==> src/rtl/sbw_pkg.sv <==
package sbw_pkg;
  typedef enum logic [1:0] {
    ST_IDLE  = 2'd0,
    ST_ARMED = 2'd1,
    ST_ALERT = 2'd2
  } sbw_state_e;
endpackage

==> src/rtl/sbw_delay_timer.sv <==
module sbw_delay_timer #(
  parameter int unsigned DELAY_ON  = 5,
  parameter int unsigned DELAY_OFF = 10,
  localparam int unsigned CW = $clog2(DELAY_OFF + 1)
) (
  input  logic clk_i,
  input  logic rst_ni,
  input  logic clear_i,
  input  logic run_i,
  input  logic tick_i,
  output logic hit_on_o,
  output logic hit_off_o
);
  logic [CW-1:0] cnt_q;

  always_ff @(posedge clk_i or negedge rst_ni) begin
    if (!rst_ni)                    cnt_q <= '0;
    else if (clear_i)               cnt_q <= '0;
    else if (run_i && tick_i)       cnt_q <= cnt_q + 1'b1;
  end

  // hit on the tick that completes each delay
  assign hit_on_o  = run_i && tick_i && (cnt_q == CW'(DELAY_ON - 1));
  assign hit_off_o = run_i && tick_i && (cnt_q == CW'(DELAY_OFF - 1));

  a_r4_cnt_bound: assert property (@(posedge clk_i) disable iff (!rst_ni)
    cnt_q <= CW'(DELAY_OFF));
endmodule

==> src/rtl/sbw_sequencer.sv <==
module sbw_sequencer
  import sbw_pkg::*;
(
  input  logic clk_i,
  input  logic rst_ni,
  input  logic tick_i,
  input  logic key_on_i,
  input  logic key_off_i,
  input  logic belt_on_i,
  input  logic hit_on_i,
  input  logic hit_off_i,
  output logic clear_o,
  output logic run_o,
  output logic alarm_o,
  output logic start_timer_o
);
  sbw_state_e state_q, state_d;
  logic abort, start;

  assign abort = key_off_i | belt_on_i;
  assign start = key_on_i & ~abort;

  always_comb begin
    state_d = state_q;
    if (abort)      state_d = ST_IDLE;
    else if (start) state_d = ST_ARMED;
    else begin
      unique case (state_q)
        ST_ARMED: if (hit_on_i)  state_d = ST_ALERT;
        ST_ALERT: if (hit_off_i) state_d = ST_IDLE;
        default:  state_d = state_q;
      endcase
    end
  end

  always_ff @(posedge clk_i or negedge rst_ni) begin
    if (!rst_ni) begin
      state_q       <= ST_IDLE;
      start_timer_o <= 1'b0;
    end else begin
      state_q       <= state_d;
      start_timer_o <= start;
    end
  end

  assign clear_o = start;
  assign run_o   = (state_q != ST_IDLE);
  assign alarm_o = (state_q == ST_ALERT);


  a_r1_quiet_in_reset: assert property (@(posedge clk_i)
    !rst_ni |-> (!alarm_o && !start_timer_o));
  a_r2_start_pulse: assert property (@(posedge clk_i) disable iff (!rst_ni)
    (key_on_i && !key_off_i && !belt_on_i) |=> start_timer_o);
  a_r3_rise_on_tick: assert property (@(posedge clk_i) disable iff (!rst_ni)
    $rose(alarm_o) |-> $past(tick_i));
  a_r5_abort_silences: assert property (@(posedge clk_i) disable iff (!rst_ni)
    (key_off_i || belt_on_i) |=> (!alarm_o && !run_o));
  a_r7_restart_drops: assert property (@(posedge clk_i) disable iff (!rst_ni)
    (key_on_i && !key_off_i && !belt_on_i) |=> !alarm_o);
  a_r8_no_start_on_abort: assert property (@(posedge clk_i) disable iff (!rst_ni)
    (key_on_i && (key_off_i || belt_on_i)) |=> !start_timer_o);
endmodule

==> src/rtl/seatbelt_warn.sv <==
module seatbelt_warn #(
  parameter int unsigned DELAY_ON  = 5,
  parameter int unsigned DELAY_OFF = 10
) (
  input  logic clk_i,
  input  logic rst_ni,
  input  logic tick_i,
  input  logic key_on_i,
  input  logic key_off_i,
  input  logic belt_on_i,
  output logic alarm_o,
  output logic start_timer_o
);
  logic clear, run, hit_on, hit_off;

  sbw_sequencer i_seq (
    .clk_i        (clk_i),
    .rst_ni       (rst_ni),
    .tick_i       (tick_i),
    .key_on_i     (key_on_i),
    .key_off_i    (key_off_i),
    .belt_on_i    (belt_on_i),
    .hit_on_i     (hit_on),
    .hit_off_i    (hit_off),
    .clear_o      (clear),
    .run_o        (run),
    .alarm_o      (alarm_o),
    .start_timer_o(start_timer_o)
  );

  sbw_delay_timer #(
    .DELAY_ON (DELAY_ON),
    .DELAY_OFF(DELAY_OFF)
  ) i_timer (
    .clk_i    (clk_i),
    .rst_ni   (rst_ni),
    .clear_i  (clear),
    .run_i    (run),
    .tick_i   (tick_i),
    .hit_on_o (hit_on),
    .hit_off_o(hit_off)
  );
endmodule

==> config.mk <==
export PLATFORM = sky130hd
export DESIGN_NAME = seatbelt_warn
export DESIGN_NICKNAME = d
export VERILOG_FILES = /design/src/rtl/sbw_pkg.sv /design/src/rtl/sbw_delay_timer.sv /design/src/rtl/sbw_sequencer.sv /design/src/rtl/seatbelt_warn.sv
export SDC_FILE = /design/constraint.sdc
export NUM_CORES = 1
export LEC_CHECK = 0
export BUFFER_PORTS_ARGS = -buffer_cell sky130_fd_sc_hd__clkbuf_2
export CAP_MARGIN = 20
export CELL_PAD_IN_SITES_DETAIL_PLACEMENT = 1
export CELL_PAD_IN_SITES_GLOBAL_PLACEMENT = 1
export CORE_AREA = 2 2 39 41
export CTS_CLUSTER_SIZE = 30
export DETAILED_ROUTE_END_ITERATION = 12
export DIE_AREA = 0 0 41 43
export PLACE_DENSITY_LB_ADDON = 0.3
export SLEW_MARGIN = 20
export SYNTH_ARGS = -nofsm -noshare
export SYNTH_HDL_FRONTEND = slang
export SYNTH_HIERARCHICAL = 1
export SYNTH_SLANG_ARGS = --single-unit
==> constraint.sdc <==
create_clock -name clk_i -period 2.9 [get_ports clk_i]
set_input_delay 0.435 -clock clk_i [delete_from_list [all_inputs] [get_ports clk_i]]
set_output_delay 0.435 -clock clk_i [all_outputs]
set_load 0.05 [all_outputs]
; Yosys cells after proc, flatten, opt, wreduce, memory -nomap -nowiden
; Index checks and enable logic that the tools add are counted.
[totals]
out_inout_bits = 2
register_bits = 7
elab_cells = 27
[classes]
addsub = 1
muxes = 7
n_bitwise = 3
n_reduce_logical = 7
n_eq_ne = 6
[ops]
columns = op, n
row1 = $mux 2, 4
row2 = $mux 4, 2
row3 = $add 4x1->4 const B, 1
row4 = $eq 4x3->1 const B, 1
row5 = $eq 4x4->1 const B, 1
row6 = $ne 4x1->1 const B, 1
row7 = $ne 4x2->1 const B, 1
row8 = $pmux 2 s2, 1
row9 = $reduce_bool 2->1, 2
row10 = $reduce_bool 4->1, 1
row11 = $logic_and 1x1->1, 3
row12 = $reduce_and 3->1, 1
row13 = $eq 2x1->1 const B, 1
row14 = $eq 2x2->1 const B, 1
row15 = $and 1x1->1, 1
row16 = $not 1->1, 1
row17 = $or 1x1->1, 1

; Logic depth before layout (Yosys ltp)
[depth]
depth_word = 7
depth_mapped = 7

; Modules after synthesis
; The synthesis kept the hierarchy.
[modules_own_cells]
columns = module, cells_per_inst, n_inst, area_each_um2, seq_area_each_um2
row1 = sbw_delay_timer, 26, 1, 239.0, 100.1
row2 = sbw_sequencer, 12, 1, 140.1, 75.1

; Least setup slack after synthesis
; Ideal clock, no wire load.
[synth_path]
path_type = register -> register
from = register i_seq.state_q[1]
to = register i_seq.state_q[1]
t_arrival_ns = 1.110
path_stages_with_launch = 7
period_less_slack_ns = 1.206
setup_ns = 0.096
required_ns = 2.804
path_buffers = 0
path_slack_ns = 1.694
cell_sequence = dfrtp_1 or2_2 nand2_1 nor3_1 nand2b_1 a22oi_1 nor4_2
[synth_via]
elab_chain_cells = 5
[synth_rtl]
columns = element, line_no
row1 = from (decl), sbw_sequencer.sv:17  ; sbw_state_e state_q, state_d;
row2 = from (signal assigned), sbw_sequencer.sv:41  ; state_q <= state_d;
row3 = $reduce_bool 2->1, sbw_sequencer.sv:47  ; assign run_o = (state_q != ST_IDLE);
row4 = net run, seatbelt_warn.sv:14  ; logic clear, run, hit_on, hit_off;
row5 = $logic_and 1x1->1 (2 in a row), sbw_delay_timer.sv:24  ; assign hit_off_o = run_i && tick_i && (cnt_q == CW'(DELAY_OFF - 1));
row6 = net hit_off, seatbelt_warn.sv:14
row7 = $ne 4x1->1 (no source line), -
row8 = $reduce_and 3->1 (no source line), -
; The timed path passes the listed nets, and every way through them passes these cells.
; A chain may end at the register's enable or synchronous reset.

; Final worst setup path
[layout_path]
from = register i_seq.state_q[0]
to = output port alarm_o
[layout_via]
elab_chain_cells = 1
[layout_rtl]
columns = element, line_no
row1 = $eq 2x2->1, sbw_sequencer.sv:48  ; assign alarm_o = (state_q == ST_ALERT);
row2 = to (decl), seatbelt_warn.sv:11  ; output logic alarm_o,
; Every way passes these cells.

==> qor.csv <==
stage;metric;value;unit
worst_setup_path;critPathKind;reg -> out;
worst_setup_path;crit_path_start;i_seq/state_q[0];
place;portBuffers;7;
logic_synthesis;yosysMostFrequentCell;dfrtp_1;
logic_synthesis;yosys_warnings;6;
sta;period_minus_slack;1.55;ns
final_layout;n_fill_cell;159;
sta;setup_tns;0;ns
logic_synthesis;synth_top_area_share;46.2;%
die;core_region_area;1380;µm²
clocking;cts_hold_buf;0;
final_layout;n_antenna_cell;0;
clocking;cts-root-buf;clkbuf_4;
drt;routed_wl;698;µm
logic_synthesis;synthCells;38;
logic_synthesis;synthesis.nets;47;
drt;first_iter_violations;3;
clocking;cts_buffers;3;
logic_synthesis;ys_ff_latch;7;
worst_setup_path;critical_path_arrival;1.12;ns
pwr;clkPwrFrac;35.2;%
sta;drv_slew;0;
hold_path;hold_path.class;in -> reg;
grt;globalRoute.totalOverflow;0;
pwr;sw_frac_of_total;26.4;%
logic_synthesis;synthDistinctLibCells;19;
pwr;pwr-share-comb;16.9;%
logic_synthesis;synth.area.top_cells;dfrtp_1, ha_1, a21oi_1;
worst_setup_path;critPathRequiredTime;2.47;ns
logic_synthesis;synth-async-reset-ratio;100;%
die;num_rows;14;
grt;grt_max_degree;8;
logic_synthesis;ys.flop_type;dfrtp_1;
clocking;h-tree-depth;1;
drt;drtAntennaViolNets;0;
logic_synthesis;synth_edf_count;0;
drt;num_vias;298;
die;ios;8;
clocking;post_cts_buffers;0;
logic_synthesis;synth_seq_area_share;46.2;%
sta;max-slew-margin-rel;64.9;%
sta;hold_ws;0.389;ns
die;start_util;27.4;%
status;status;finished, final reports clean;
grt;grt.total_usage;11.5;%
grt;antenna_found_initial;0;
logic_synthesis;syn-cell-area;379;µm²
clocking;numClockSinks;7;
sta;rsz0062_at_grt;no;
worst_setup_path;crit_path_start_kind;flip-flop;
pwr;seq_power_share;47.9;%
final_layout;final_area;470;µm²
die;die_y;43;µm
clocking;path_clk_slew;0.05;ns
grt;grt_pass1_wl;1240;µm
place;globalplace.congestion;0.703;
worst_setup_path;crit_path_end_kind;primary output;
sta;period_share;53.6;%
clocking;insertion_delay;0.24;ns
worst_setup_path;r2r_cells;6;
final_layout;area_growth;24.1;%
worst_setup_path;reg2reg_from;i_timer/cnt_q[0];
sta;finalHoldViolCount;0;
drt;post_drt_wl_per_cell;10.6;µm
place;dpl.hpwl;597;µm
sta;clock_skew;0.00160;ns
drt;first_pass_iters;3;
final_layout;final_nets;60;
drt;route.detailed.drc;0;
pwr;leakage;0.212;nW
worst_setup_path;r2r-end;i_seq/state_q[0];
sta;tightest_slew;0.526;ns
clocking;post_cts_resized;0;
worst_setup_path;reg2reg_setup_slack;1.54;ns
die;chipWidth;41;µm
worst_setup_path;critPathMaxFanout;5;
grt;grt_pass1_vias;321;
job;cap_violations;0;
die;dieArea;1760;µm²
logic_synthesis;postSynthAreaPerCell;9.98;µm²
pwr;ir_worst_vdd;0.205;mV
drt;vias_per_cell;4.52;
place;place_area;434;µm²
clocking;cts_tree;done;
logic_synthesis;synth_top_cell_by_area;dfrtp_1;
pwr;p_switching;63.3;µW
sta;fmax;644;MHz
clocking;clockBufferDepth;2;
final_layout;drive_above_1_share;28.0;%
pwr;power_density;510;nW/µm²
worst_setup_path;endpoint;alarm_o;
logic_synthesis;synth_common_cells;dfrtp_1, nand2_1, a21oi_1, ha_1;
sta;setup_viol_count_final;0;
pwr;intPower;176;µW
[metrics by stage]
step,setup WS [ns],total power [mW],std cells,utilization [%]
floorplan,1.69,0.141,38,-
finish,1.35,0.240,66,34.0
global route,1.26,0.265,66,34.0
global placement,1.54,0.158,61,31.4
CTS,1.33,0.245,65,33.3
detailed placement,1.52,0.157,61,31.4
[how the worst min path moves through the flow]
stage | from | end | slack, ns | depth (start not counted)
global placement | rst_ni | i_timer/cnt_q[3] | 0.29 | 1
global route | key_on_i | i_seq/state_q[1] | 0.37 | 2
floorplan | rst_ni | i_seq/start_timer_o | 0.14 | 0
CTS | rst_ni | i_timer/cnt_q[3] | 0.005 | 1
detailed placement | rst_ni | i_timer/cnt_q[3] | 0.28 | 1
finish | belt_on_i | i_seq/state_q[1] | 0.39 | 2
[flip-flops by register name, summed over array words and instances, names as in the netlist]
| name | cells |
|---|---|
| i_seq/start_timer_o | 1 |
| i_seq/state_q | 2 |
| i_timer/cnt_q | 4 |
[cell type report]
class                   instances  area, µm²  area share, %
multi-input cells              29        196           41.8
flip-flops and latches          7        175           37.2
repair buffers                  8       45.0           9.57
clock buffers                   4       26.3           5.59
well taps                      16       20.0           4.26
inverters                       2       7.51           1.60
[power by group through the flow]
stage                     clock network, mW  registers, mW  logic, mW
final                                0.0844          0.115     0.0405
after global routing                  0.101          0.116     0.0481
after CTS                            0.0895          0.115     0.0407
after detailed placement                  0          0.117     0.0404
after global placement                    0          0.117     0.0412
after floorplan                           0          0.117     0.0244
[logic make-up after synthesis]
group / share of synthesized area (%)
AOI/OAI and AO/OA: 7.26
xor gates and xnor gates: 4.62
adders and majority gates: 9.90
buffers and inverters: 1.98
DFF: 46.2
and+or+nand+nor: 30.0
[layout by cell type (no fill, tap or decap)]
cell	instances
a22oi_1	1
nand3_2	1
and2b_2	1
nor3_1	2
dfrtp_1	7
or2_2	1
clkbuf_2	7
xor2_1	1
nor3b_1	2
clkbuf_1	1
xnor2_1	1
inv_1	2
o21ai_0	1
dlygate4sd3_1	1
nand2_1	4
or3_1	1
ha_1	3
nand3_1	2
clkbuf_4	3
nor4_2	1
nand2b_1	2
a21oi_1	3
nor2_1	2
[worst max-delay path, cell delays in order, from the launching register on]
cell	delay [ns]
dfrtp_1	0.40
and2b_2	0.21
clkbuf_2	0.26
[per-layer routing]
layer	wire (µm)	vias to the layer above	GRT usage, %
met3	20	2	3.66
met1	317	139	13.1
met2	349	5	14.4
li1	-	152	-
met5	0	-	0
met4	10	0	14.0
Note: power is estimated with default switching activity, not from simulation.
